`src/rtl/f2i_pkg.sv`:
```
package f2i_pkg;
  localparam int unsigned EXP_W = 11;
  localparam int unsigned MAN_W = 52;
  localparam int unsigned SIG_W = MAN_W + 1;
  localparam int unsigned FP_W  = EXP_W + MAN_W + 1;
  localparam int unsigned INT_W = 64;
  localparam int unsigned BIAS  = (1 << (EXP_W - 1)) - 1;
  localparam int unsigned ST_W  = 6;
  localparam int unsigned ST_INV = 0;
  localparam int unsigned ST_DZE = 1;
  localparam int unsigned ST_OVF = 2;
  localparam int unsigned ST_UNF = 3;
  localparam int unsigned ST_INE = 4;
  localparam int unsigned ST_IOV = 5;

  typedef enum logic [1:0] {
    CLS_TINY    = 2'd0,  // zero or subnormal
    CLS_FINITE  = 2'd1,
    CLS_SPECIAL = 2'd2   // inf or nan
  } op_class_e;

  typedef struct packed {
    logic             sign;
    op_class_e        cls;
    logic [EXP_W-1:0] exp;
    logic [SIG_W-1:0] sig;
  } fp_fields_t;
endpackage

```
`src/rtl/f2i_classify.sv`:
```
module f2i_classify
  import f2i_pkg::*;
(
  input  logic [FP_W-1:0] op_i,
  output fp_fields_t      fields_o
);
  logic [EXP_W-1:0] exp_raw;
  logic [MAN_W-1:0] man_raw;

  assign exp_raw = op_i[FP_W-2 -: EXP_W];
  assign man_raw = op_i[MAN_W-1:0];

  always_comb begin
    fields_o.sign = op_i[FP_W-1];
    fields_o.exp  = exp_raw;
    fields_o.sig  = {(exp_raw != '0), man_raw};
    if (&exp_raw)          fields_o.cls = CLS_SPECIAL;
    else if (exp_raw == '0) fields_o.cls = CLS_TINY;
    else                   fields_o.cls = CLS_FINITE;
  end
endmodule

```
`src/rtl/f2i_align.sv`:
```
module f2i_align
  import f2i_pkg::*;
(
  input  fp_fields_t       fields_i,
  output logic [INT_W-1:0] mag_o,      // low bits of |integer part|
  output logic             dropped_o,  // nonzero fraction discarded
  output logic             big_o,      // |integer part| >= 2^(INT_W-1)
  output logic             min_exact_o // |value| is exactly 2^(INT_W-1)
);
  localparam logic [EXP_W-1:0] EXP_ONE = EXP_W'(BIAS);
  localparam logic [EXP_W-1:0] EXP_INT = EXP_W'(BIAS + MAN_W);
  localparam logic [EXP_W-1:0] EXP_BIG = EXP_W'(BIAS + INT_W - 1);

  logic [EXP_W-1:0] rsh, lsh;
  logic [SIG_W-1:0] sig_rs;
  logic [INT_W-1:0] sig_ls;

  assign rsh    = EXP_INT - fields_i.exp;
  assign lsh    = fields_i.exp - EXP_INT;
  assign sig_rs = fields_i.sig >> rsh;
  assign sig_ls = {{(INT_W-SIG_W){1'b0}}, fields_i.sig} << lsh;

  always_comb begin
    mag_o       = '0;
    dropped_o   = 1'b0;
    big_o       = 1'b0;
    min_exact_o = 1'b0;
    unique case (fields_i.cls)
      CLS_TINY:    dropped_o = |fields_i.sig;
      CLS_FINITE: begin
        if (fields_i.exp < EXP_ONE) begin
          dropped_o = 1'b1;
        end else if (fields_i.exp <= EXP_INT) begin
          mag_o     = {{(INT_W-SIG_W){1'b0}}, sig_rs};
          dropped_o = |(fields_i.sig & ~({SIG_W{1'b1}} << rsh));
        end else begin
          mag_o       = sig_ls;
          big_o       = fields_i.exp >= EXP_BIG;
          min_exact_o = (fields_i.exp == EXP_BIG) && (fields_i.sig[MAN_W-1:0] == '0);
        end
      end
      default: ;
    endcase
  end
endmodule

```
`src/rtl/f64_to_i64_trunc.sv`:
```
module f64_to_i64_trunc
  import f2i_pkg::*;
(
  input  logic             clk_i,
  input  logic             rst_ni,
  input  logic             valid_i,
  input  logic [FP_W-1:0]  operand_i,
  output logic             valid_o,
  output logic [INT_W-1:0] result_o,
  output logic [ST_W-1:0]  status_o
);
  fp_fields_t       fields;
  logic [INT_W-1:0] mag;
  logic             dropped, big, min_exact;
  logic             flag_inv, flag_iov, flag_ine;
  logic [INT_W-1:0] res_d;
  logic [ST_W-1:0]  st_d;

  f2i_classify u_classify (
    .op_i     (operand_i),
    .fields_o (fields)
  );

  f2i_align u_align (
    .fields_i    (fields),
    .mag_o       (mag),
    .dropped_o   (dropped),
    .big_o       (big),
    .min_exact_o (min_exact)
  );

  assign flag_inv = (fields.cls == CLS_SPECIAL);
  // only -2^63 is a legal value at or beyond the magnitude limit
  assign flag_iov = big && !(fields.sign && min_exact);
  assign flag_ine = dropped || flag_iov;

  always_comb begin
    res_d = fields.sign ? (~mag + INT_W'(1)) : mag;
    if (flag_inv) res_d = '0;
    for (int i = 0; i < ST_W; i++) begin
      unique case (i)
        ST_INV:  st_d[i] = flag_inv;
        ST_INE:  st_d[i] = flag_ine;
        ST_IOV:  st_d[i] = flag_iov;
        default: st_d[i] = 1'b0;
      endcase
    end
  end

  always_ff @(posedge clk_i or negedge rst_ni) begin
    if (!rst_ni) begin
      valid_o  <= 1'b0;
      result_o <= '0;
      status_o <= '0;
    end else begin
      valid_o <= valid_i;
      if (valid_i) begin
        result_o <= res_d;
        status_o <= st_d;
      end
    end
  end
endmodule

```
`config.mk`:
```
export PLATFORM = sky130hd
export DESIGN_NAME = f64_to_i64_trunc
export DESIGN_NICKNAME = d
export VERILOG_FILES = /design/src/rtl/f2i_pkg.sv /design/src/rtl/f2i_classify.sv /design/src/rtl/f2i_align.sv /design/src/rtl/f64_to_i64_trunc.sv
export SDC_FILE = /design/constraint.sdc
export NUM_CORES = 1
export LEC_CHECK = 0
export BUFFER_PORTS_ARGS = -buffer_cell sky130_fd_sc_hd__buf_4
export CORE_MARGIN = 2
export CORE_UTILIZATION = 35
export CTS_CLUSTER_DIAMETER = 80
export CTS_CLUSTER_SIZE = 8
export DETAILED_ROUTE_END_ITERATION = 6
export HOLD_SLACK_MARGIN = 0.12
export PLACE_DENSITY = 0.5
export SLEW_MARGIN = 40
export SYNTH_ARGS = -nofsm -noshare
export SYNTH_HDL_FRONTEND = slang
export SYNTH_SLANG_ARGS = --single-unit
```
`constraint.sdc`:
```
create_clock -name clk_i -period 0.99 [get_ports clk_i]
set_input_delay 0.297 -clock clk_i [delete_from_list [all_inputs] [get_ports clk_i]]
set_output_delay 0.297 -clock clk_i [all_outputs]
set_load 0.05 [all_outputs]
```
==> results.py <==
metrics = {
    "synthesis": {
        "synth_largest_type_area_fraction": 0.1222,
        "yosysTopAreaCell": "sky130_fd_sc_hd__mux4_2",
        "synth-edff-count": 0,
        "post_synth.cell_area_avg_um2": 8.032,
        "synth.ff_latch_count": 68,
        "synth.yosys.warnings": 0,
        "netlist_instances": 1997,
        "synthesis.area_um2": 16040,
        "post_synth_top_flop": "sky130_fd_sc_hd__dfrtp_1",
        "yosys.cell_types.count": 120,
        "synth.yosys.seq_area_share": 0.1061,
        "post_synth_main_area_contributors": "sky130_fd_sc_hd__mux4_2, sky130_fd_sc_hd__dfrtp_1, sky130_fd_sc_hd__mux2i_1, sky130_fd_sc_hd__nand2_1, sky130_fd_sc_hd__nor2_1",
        "postSynth.asyncResetShare": 1.000,
    },
    "finish": {
        "syn_to_final_growth_pct": 82.71,
        "nFillCells": 3634,
        "layout-drive-gt1-share": 0.5898,
        "layout_nets": 3147,
        "multi_input_area_um2": 15470,
        "finish.utilization": 0.6472,
        "register_area_um2": 1703,
    },
    "drt": {
        "antenna_violating_nets_post_route": 0,
        "total_iterations_of_the_first_detailed_routing_run": 7,
        "postRouteWirelength_mm": 121.3,
        "drt-initial-drc-count": 3579,
        "routed_via_density": 6.792,
        "drt_drc_violations_left": 3,
        "avgRoutedWirePerCell_um": 32.97,
        "num_vias": 24990,
    },
    "power": {
        "static-leakage-power_nw": 12.81,
        "powerDensity_nw_per_um2": 1020,
        "vdd_drop_max_mv": 1.742,
    },
    "global_route": {
        "grt_pass1_wl_mm": 163.8,
        "antenna_found_initial": 7,
        "globalRoute.totalOverflow": 0,
        "grt_util_all_layers": 0.4665,
        "grt_pass1_vias": 23800,
        "pin_count_of_the_biggest_net_entering_global_routing": 33,
    },
    "critical_path": {
        "required_ns": 1.15,
        "timing_worst_setup_path_type": "in2reg",
        "critical_path_peak_fanout": 5,
        "arrival_ns": 4.81,
        "start_kind": "input port",
        "cp-end-kind": "register",
    },
    "hold_path": {
        "worst_hold_path_type": "in2async",
    },
    "timing": {
        "final-hold-violation-count": 0,
        "report.final.setup_viol": 135,
        "slack_of_the_critical_path_ns": -3.666,
        "timing_worst_slew_pin_value_ns": 0.8185,
        "fin_hold_ws_ns": 0.3429,
        "achievable-frequency_ghz": 0.2148,
        "post-route-min-period_ns": 4.656,
        "finalMaxSlewViolations": 0,
        "maxSlewHeadroom": 0.4523,
        "fin_worst_skew_ns": 0,
        "timing.final.crit_share": 4.703,
        "rsz_0062_raised_after_global_routing": "yes",
    },
    "floorplan": {
        "initial_core_util": 0.3542,
        "die_width_um": 218.1,
        "dieArea_um2": 47560,
        "dieHeight_um": 218.1,
        "core_um2": 45280,
        "i_o_pin_total": 138,
        "placementRows": 78,
    },
    "place": {
        "dp_hpwl_mm": 86.54,
        "port-buffer-count": 134,
        "gp_congestion": 1.068,
    },
    "run_status": {
        "failed_checks": "DRC, setup timing",
        "run_status": "complete, but fails checks",
    },
    "clock_network": {
        "cts_root_buf": "sky130_fd_sc_hd__clkbuf_16",
        "tritoncts": "yes",
        "cts_buf_count": 9,
        "worst_setup_hold_path_clk_slew_ns": 0.07,
        "clkLatencyLatePin_ns": 0.38,
        "cts_sinks": 68,
        "cts.htree.levels": 3,
        "cts.path.max_buffers": 2,
    },
    "job": {
        "max_cap_violation_count": 0,
    },
}
-- cells in the mapped netlist (52+ instances only) --
cell / n
sky130_fd_sc_hd__nand3_1: 79
sky130_fd_sc_hd__mux2i_1: 137
sky130_fd_sc_hd__mux4_2: 87
sky130_fd_sc_hd__clkbuf_1: 95
sky130_fd_sc_hd__nor2_1: 158
sky130_fd_sc_hd__mux2_2: 52
sky130_fd_sc_hd__nand2_1: 192
sky130_fd_sc_hd__o21ai_0: 77
sky130_fd_sc_hd__buf_2: 65
sky130_fd_sc_hd__a21oi_1: 77
sky130_fd_sc_hd__dfrtp_1: 68
sky130_fd_sc_hd__nor3_1: 71
-- cell type report --
type / count / area share
Multi-Input combinational cell: 1687 / 0.5279
Timing Repair Buffer: 1281 / 0.3737
Sequential cell: 68 / 0.05810
Tap cell: 600 / 0.02561
Clock buffer: 9 / 0.007684
Inverter: 27 / 0.004141
Clock inverter: 7 / 0.002775
Antenna cell: 1 / 0.00008538
-- report_power, final --
group / total, mW / switching [mW] / leakage (nW) / internal, mW
clock: 3.64 / 1.65 / 0.147 / 1.99
sequential: 3.51 / 0.360 / 0.848 / 3.15
combinational: 22.8 / 12.7 / 11.8 / 10.1
-- sequential cells by signal (all words and copies together), names as in the netlist --
name and flops:
result_o 64, status_o 3, valid_o 1
-- metal layers --
| metal | GRT usage | part of all wire | up-vias | wire length, µm |
|---|---|---|---|---|
| li1 | - | - | 10050 | - |
| met1 | 0.6133 | 0.38 | 12140 | 45950 |
| met2 | 0.7016 | 0.41 | 2153 | 49340 |
| met3 | 0.1081 | 0.13 | 648 | 16110 |
| met4 | 0.2610 | 0.081 | 10 | 9800 |
| met5 | 0 | 0.00095 | - | 115 |
-- final timing paths --
check                                          from                  endpoint  slack [ns]  cells after the start
setup / recovery                      operand_i[52]  result_o[51]$_DFFE_PN0P_       -3.67                     19
hold / removal                               rst_ni   result_o[4]$_DFFE_PN0P_        0.34                      2
setup reg to reg           result_o[51]$_DFFE_PN0P_  result_o[51]$_DFFE_PN0P_       -0.63                      3
hold reg to reg            result_o[52]$_DFFE_PN0P_  result_o[52]$_DFFE_PN0P_        0.53                      1
max in group asynchronous                    rst_ni  result_o[22]$_DFFE_PN0P_        0.18                      3
min in group clk_i                          valid_i         valid_o$_DFF_PN0_        0.36                      2
-- kinds of logic (layout without fill, tap and decap cells) --
| family | count (synthesis) | count (layout) | synth area share |
|---|---|---|---|
| AO/OA/AOI/OAI | 619 | 619 | 0.2973 |
| XOR/XNOR | 70 | 70 | 0.03986 |
| multiplexers | 285 | 285 | 0.2512 |
| buffers and inverters | 244 | 1324 | 0.07839 |
| flip-flops | 68 | 68 | 0.1061 |
| other | 1 | 4 | 0.0002338 |
| adder cells (fa/ha/maj) | 6 | 6 | 0.004680 |
| AND/OR/NAND/NOR | 704 | 704 | 0.2222 |
-- through the flow --
| stage | cell area [µm²] | power (mW) | TNS [ns] | std cells | setup WS, ns |
|---|---|---|---|---|---|
| floorplan | 16530 | 12.39 | -199.70 | 1999 | -3.597 |
| finish | 29310 | 29.91 | -217.73 | 3680 | -3.666 |
| global placement | 24210 | 21.04 | -232.98 | 3440 | -3.998 |
| detailed placement | 24230 | 21.12 | -236.70 | 3440 | -4.069 |
| CTS | 28190 | 27.21 | -192.34 | 3628 | -3.071 |
| global route | 29310 | 30.47 | -218.55 | 3679 | -3.606 |
-- timing repair --
item,CTS,global route
endpoints found under the hold margin,68,0
pin swaps,138,94
gates cloned,8,1
hold buffers,1,0
endpoints found under the setup margin,135,135
gates resized for setup,457,140
buffers inserted,171,60
-- critical path: stages --
cell and delay [ns]:
sky130_fd_sc_hd__buf_16 0.11, sky130_fd_sc_hd__buf_12 0.13, sky130_fd_sc_hd__buf_8 0.12, sky130_fd_sc_hd__a211o_4 0.41, sky130_fd_sc_hd__a31o_4 0.26, sky130_fd_sc_hd__buf_4 0.14, sky130_fd_sc_hd__nor3_2 0.41, sky130_fd_sc_hd__buf_4 0.23
sky130_fd_sc_hd__nor3_4 0.05, sky130_fd_sc_hd__o221a_2 0.24, sky130_fd_sc_hd__a311oi_2 0.42, sky130_fd_sc_hd__o211ai_1 0.17, sky130_fd_sc_hd__buf_4 0.20, sky130_fd_sc_hd__nor4_4 0.17, sky130_fd_sc_hd__buf_4 0.22, sky130_fd_sc_hd__nand4_4 0.18
sky130_fd_sc_hd__nor3b_4 0.43, sky130_fd_sc_hd__mux2i_1 0.30, sky130_fd_sc_hd__nand2_1 0.29
-- cell usage in the layout, fill, tap and decap left out, drive strengths merged, types with 59 or more instances in the layout --
cell      n
buf    1275
nand2   193
nor2    159
mux2i   139
o21ai    88
mux4     87
nand3    84
a21oi    80
nor3     75
dfrtp    68
mux2     59
Note: power is estimated with default switching activity, not from simulation.
